`config.mk`:
```
export PLATFORM = sky130hd
export DESIGN_NAME = thermo_read_latch
export DESIGN_NICKNAME = d
export VERILOG_FILES = /design/src/rtl/thermo_read_pkg.sv /design/src/rtl/thermo_popcount_enc.sv /design/src/rtl/capture_delay_timer.sv /design/src/rtl/read_capture_fsm.sv /design/src/rtl/thermo_read_latch.sv
export SDC_FILE = /design/constraint.sdc
export NUM_CORES = 1
export LEC_CHECK = 0
export ABC_AREA = 1
export CORE_MARGIN = 5
export CORE_UTILIZATION = 40
export DETAILED_ROUTE_END_ITERATION = 7
export PLACE_DENSITY = 0.71
export SETUP_SLACK_MARGIN = 0.15
export SYNTH_ARGS = -nofsm -noshare
export SYNTH_HDL_FRONTEND = slang
export SYNTH_HIERARCHICAL = 1
export SYNTH_SLANG_ARGS = --single-unit
```
`constraint.sdc`:
```
create_clock -name clk -period 3.9 [get_ports clk]
set_input_delay 0.585 -clock clk [delete_from_list [all_inputs] [get_ports clk]]
set_output_delay 0.585 -clock clk [all_outputs]
set_load 0.01 [all_outputs]
```
`src/rtl/thermo_read_pkg.sv`:
```
package thermo_read_pkg;

    typedef enum logic [1:0] {
        ST_IDLE = 2'd0,
        ST_WAIT = 2'd1,
        ST_HELD = 2'd2
    } rd_state_t;

endpackage

```
`src/rtl/thermo_popcount_enc.sv`:
```
module thermo_popcount_enc #(
    parameter int THERM_W = 7,
    localparam int CODE_W = $clog2(THERM_W + 1)
) (
    input  logic [THERM_W-1:0] therm_i,
    output logic [CODE_W-1:0]  code_o
);

    // Chain of partial sums; tolerant of bubbles in the thermometer pattern.
    logic [CODE_W-1:0] psum [THERM_W+1];

    assign psum[0] = '0;

    for (genvar g = 0; g < THERM_W; g++) begin : g_sum
        assign psum[g+1] = psum[g] + CODE_W'(therm_i[g]);
    end

    assign code_o = psum[THERM_W];

endmodule

```
`src/rtl/capture_delay_timer.sv`:
```
module capture_delay_timer #(
    parameter int DLY_W = 8
) (
    input  logic             clk,
    input  logic             rst_n,
    input  logic             load_i,
    input  logic [DLY_W-1:0] load_val_i,
    input  logic             run_i,
    output logic             expired_o
);

    logic [DLY_W-1:0] cnt_q;

    always_ff @(posedge clk or negedge rst_n) begin
        if (!rst_n) begin
            cnt_q <= '0;
        end else if (load_i) begin
            cnt_q <= load_val_i;
        end else if (run_i && (cnt_q != '0)) begin
            cnt_q <= cnt_q - 1'b1;
        end
    end

    assign expired_o = (cnt_q == '0);

endmodule

```
`src/rtl/read_capture_fsm.sv`:
```
module read_capture_fsm
    import thermo_read_pkg::*;
(
    input  logic clk,
    input  logic rst_n,
    input  logic read_en_i,
    input  logic strobe_i,
    input  logic expired_i,
    output logic load_o,
    output logic run_o,
    output logic capture_o,
    output logic short_o
);

    rd_state_t state_q, state_d;
    logic      strobe_q;
    logic      strobe_rise;

    always_ff @(posedge clk or negedge rst_n) begin
        if (!rst_n) begin
            strobe_q <= 1'b0;
        end else begin
            strobe_q <= strobe_i;
        end
    end

    assign strobe_rise = strobe_i && !strobe_q;

    // State register
    always_ff @(posedge clk or negedge rst_n) begin
        if (!rst_n) begin
            state_q <= ST_IDLE;
        end else begin
            state_q <= state_d;
        end
    end

    // Next state and control outputs
    always_comb begin
        state_d   = state_q;
        load_o    = 1'b0;
        run_o     = 1'b0;
        capture_o = 1'b0;
        short_o   = 1'b0;
        unique case (state_q)
            ST_IDLE: begin
                if (read_en_i && strobe_rise) begin
                    load_o  = 1'b1;
                    state_d = ST_WAIT;
                end
            end
            ST_WAIT: begin
                run_o = 1'b1;
                if (!read_en_i) begin
                    state_d = ST_IDLE;
                end else if (!strobe_i) begin
                    short_o = 1'b1;
                    state_d = ST_IDLE;
                end else if (expired_i) begin
                    capture_o = 1'b1;
                    state_d   = ST_HELD;
                end
            end
            ST_HELD: begin
                if (!strobe_i || !read_en_i) begin
                    state_d = ST_IDLE;
                end
            end
            default: begin
                state_d = ST_IDLE;
            end
        endcase
    end

endmodule

```
`src/rtl/thermo_read_latch.sv`:
```
module thermo_read_latch #(
    parameter int THERM_W = 7,
    parameter int DLY_W   = 8,
    localparam int CODE_W = $clog2(THERM_W + 1)
) (
    input  logic               clk,
    input  logic               rst_n,
    input  logic               read_en_i,
    input  logic               strobe_i,
    input  logic [THERM_W-1:0] therm_i,
    input  logic [DLY_W-1:0]   delay_cfg_i,
    output logic [CODE_W-1:0]  code_o,
    output logic               valid_o,
    output logic               short_err_o
);

    logic [CODE_W-1:0] enc_code;
    logic [DLY_W-1:0]  load_val;
    logic              t_load, t_run, t_expired;
    logic              do_capture, do_short;
    logic [CODE_W-1:0] hold_q;
    logic              valid_q, short_q;

    thermo_popcount_enc #(.THERM_W(THERM_W)) u_enc (
        .therm_i (therm_i),
        .code_o  (enc_code)
    );

    // A setting of zero is treated as one cycle; the timer counts D-1 down to zero.
    assign load_val = (delay_cfg_i == '0) ? '0 : (delay_cfg_i - 1'b1);

    capture_delay_timer #(.DLY_W(DLY_W)) u_timer (
        .clk        (clk),
        .rst_n      (rst_n),
        .load_i     (t_load),
        .load_val_i (load_val),
        .run_i      (t_run),
        .expired_o  (t_expired)
    );

    read_capture_fsm u_fsm (
        .clk       (clk),
        .rst_n     (rst_n),
        .read_en_i (read_en_i),
        .strobe_i  (strobe_i),
        .expired_i (t_expired),
        .load_o    (t_load),
        .run_o     (t_run),
        .capture_o (do_capture),
        .short_o   (do_short)
    );

    always_ff @(posedge clk or negedge rst_n) begin
        if (!rst_n) begin
            hold_q  <= '0;
            valid_q <= 1'b0;
            short_q <= 1'b0;
        end else begin
            valid_q <= do_capture;
            short_q <= do_short;
            if (do_capture) begin
                hold_q <= enc_code;
            end
        end
    end

    assign code_o      = read_en_i ? hold_q : '0;
    assign valid_o     = valid_q && read_en_i;
    assign short_err_o = short_q;

endmodule

```
==> flow_summary.ini <==
[timing]
hold_ws_ps = 517
fmax_ghz = 0.336
worstMarginPinSlew_ps = 754
maxSlewHeadroom_pct = 49.6
setup_viol = 0
timing.final.ws_setup_ps = 922
finalCriticalPeriod_ps = 2980
slew_viol_final = 0
finalCritPeriodShare_pct = 76.4
rsz0062_at_grt = no
fin_worst_skew_ps = 5.92
hold_viol = 0
fin_tns_setup_ps = 0

[route]
wl_per_cell_um = 9.62
remaining_drc_errors = 0
vias = 1205
ant_nets = 0
drt_wl_total_um = 2540
dr.first_iter.drc_count = 31
viasPerCell = 4.56
dr.pass1.iters = 4

[clock_network]
clk_pin_slew_ps = 90
htree_levels = 1
clock_latency_ps = 290
cts_tree = yes
cts_hold_buffers = 0
cts.sinks = 16
cts.path.max_buffers = 2
cts_buffers = 3
post_cts_buffers = 0
cts-root-buf = clkbuf_4
cts_resized = 0

[floorplanning]
ios = 24
die_h_um = 67.2
dieArea_um2 = 4520
core_area_um2 = 3100
rows = 20
start_util_pct = 42.2
die_x_um = 67.2

[final_layout]
final_layout_size_suffix_gt1_share_pct = 9.09
antennaDiodeCount = 0
fin_nets = 248
stdcell_area_um2 = 1630
syn_to_final_growth_pct = 24.3
fin_cells = 264

[synth]
yosys_warnings = 6
ys_ff_latch = 16
syn-cell-area_um2 = 1310
yosys.cell_types.count = 24
synth.net_count = 221
syn_area_per_cell_um2 = 6.75
ys.flop_type = dfrtp_1
synth_compound_area_share_pct = 5.35
synth_fa_ha_area_share_pct = 9.94
synth_simple_gate_area_share_pct = 37.4
synth_edf_count = 0
synth_top_family_by_area = simple AND/OR/NAND/NOR gates
async_reset_ff_share_pct = 100
synthMuxAreaShare_pct = 2.58
seq_area_frac_synth_pct = 30.6
synth_xor_xnor_area_share_pct = 2.01
synth_cells = 194

[job]
max_cap_violations = 0

[worst_setup_path]
start_kind = input port
required_ps = 4080
critical_path_peak_fanout = 1
rrSetupSlack_ps = 2000
arrival_ps = 3160
cp-end-kind = flip-flop
path_class = input port to flip-flop

[placed_design]
dp_cells = 260
portBuffers = 23
post-place-ws_ps = 599
placed_cell_area_um2 = 1590
hpwl_um = 2070
place_congestion = 0.757

[global_routing]
grt.busiest_layer = met2
grt_pass1_vias = 1089
grt_util_met3_pct = 3.00
track_usage_pct = 12.8
met1_usage_pct = 17.3
grt_start_max_net_pins = 17
grtUsageMet2_pct = 21.7
antenna_found_initial = 0
grt_overflow = 0
grt_pass1_wl_um = 4550

[pwr]
power.density_nw_per_um2 = 425
ir_worst_vdd_v = 0.000328
p_leak_nw = 0.880

[min_path]
hold_class = flip-flop to flip-flop

[status]
status = finished clean
[cells in the mapped netlist, types with 2 or more instances]
cell type | instances | area (um2)
nand2_1 | 58 | 218
inv_1 | 39 | 146
nor2_1 | 23 | 86.3
nand3_1 | 18 | 90.1
dfrtp_1 | 16 | 400
o21ai_0 | 5 | 25.0
fa_1 | 4 | 80.1
ha_1 | 4 | 50.1
nor2_2 | 4 | 25.0
mux2_2 | 3 | 33.8
nand4_1 | 3 | 18.8
a21oi_1 | 2 | 10.0
nand2_2 | 2 | 12.5
o21ai_1 | 2 | 10.0
xor2_1 | 2 | 17.5
[power breakdown]
part	internal [mW]	total [mW]	leakage, nW	switching (mW)
Sequential	0.212	0.258	0.208	0.0462
Clock	0.0568	0.112	0.0210	0.0552
Combinational	0.132	0.321	0.650	0.189
Total	0.401	0.692	0.880	0.291
[path summary, 6_finish.rpt]
path,start,end,depth (start not counted)
max,therm_i[0],hold_q[1]$_DFFE_PN0P_,8
min,hold_q[1]$_DFFE_PN0P_,hold_q[1]$_DFFE_PN0P_,1
max reg2reg,u_timer/cnt_q[0]$_DFFE_PN0P_,hold_q[0]$_DFFE_PN0P_,9
min reg2reg,hold_q[1]$_DFFE_PN0P_,hold_q[1]$_DFFE_PN0P_,1
max in group asynchronous,rst_n,u_timer/cnt_q[5]$_DFFE_PN0P_,1
min in group asynchronous,rst_n,hold_q[2]$_DFFE_PN0P_,1
[flip-flops by register name (all words and copies together), names as in the netlist]
register	count
u_fsm/state_q	2
short_err_o	1
u_timer/cnt_q	8
hold_q	3
valid_q	1
u_fsm/strobe_q	1
[metal layers]
metal | vias to the layer above | routed length (um)
met5 | - | 0
met4 | 0 | 0
li1 | 638 | -
met2 | 23 | 1210
met3 | 0 | 132
met1 | 544 | 1200
[metrics by stage]
step / utilization [%] / total power [mW]
finish: 52.4 / 0.692
global route: 52.4 / 0.769
CTS: 52.4 / 0.698
detailed placement: 51.2 / 0.583
global placement: 51.2 / 0.575
floorplan: - / 0.495
[placed cells by master (no fill, tap or decap), drive strengths merged]
cell	synthesis	routed
xnor2	1	1
xor2	2	2
clkdlybuf4s50	0	23
dfrtp	16	16
fa	4	4
inv	40	40
clkbuf	1	4
nand2	61	61
mux2	3	3
clkinv	1	1
ha	4	4
a21oi	2	2
nand4	3	3
nor3	1	1
nor2	28	28
o21ai	9	9
nand3	18	18
[final cells by class]
cell class | count | area [um2]
Tap cell | 44 | 55.1
Clock buffer | 4 | 36.3
Inverter | 41 | 155
Fill cell | 335 | 1480
Multi-Input combinational cell | 136 | 749
Timing Repair Buffer | 23 | 230
Sequential cell | 16 | 400
[cell families (layout without fill, tap and decap cells)]
group / Yosys count / count (layout)
flops: 16 / 16
xor+xnor: 3 / 3
compound gates: 11 / 11
fa+ha+maj: 8 / 8
mux: 3 / 3
simple gates: 111 / 111
buf+inv: 42 / 68
[critical path, stage by stage]
cell and delay (ps):
clkdlybuf4s50_1 450, inv_1 50, fa_1 480, fa_1 480
inv_1 40, fa_1 370, fa_1 430, mux2_2 260
No activity file was read; power rests on OpenSTA's default activity.
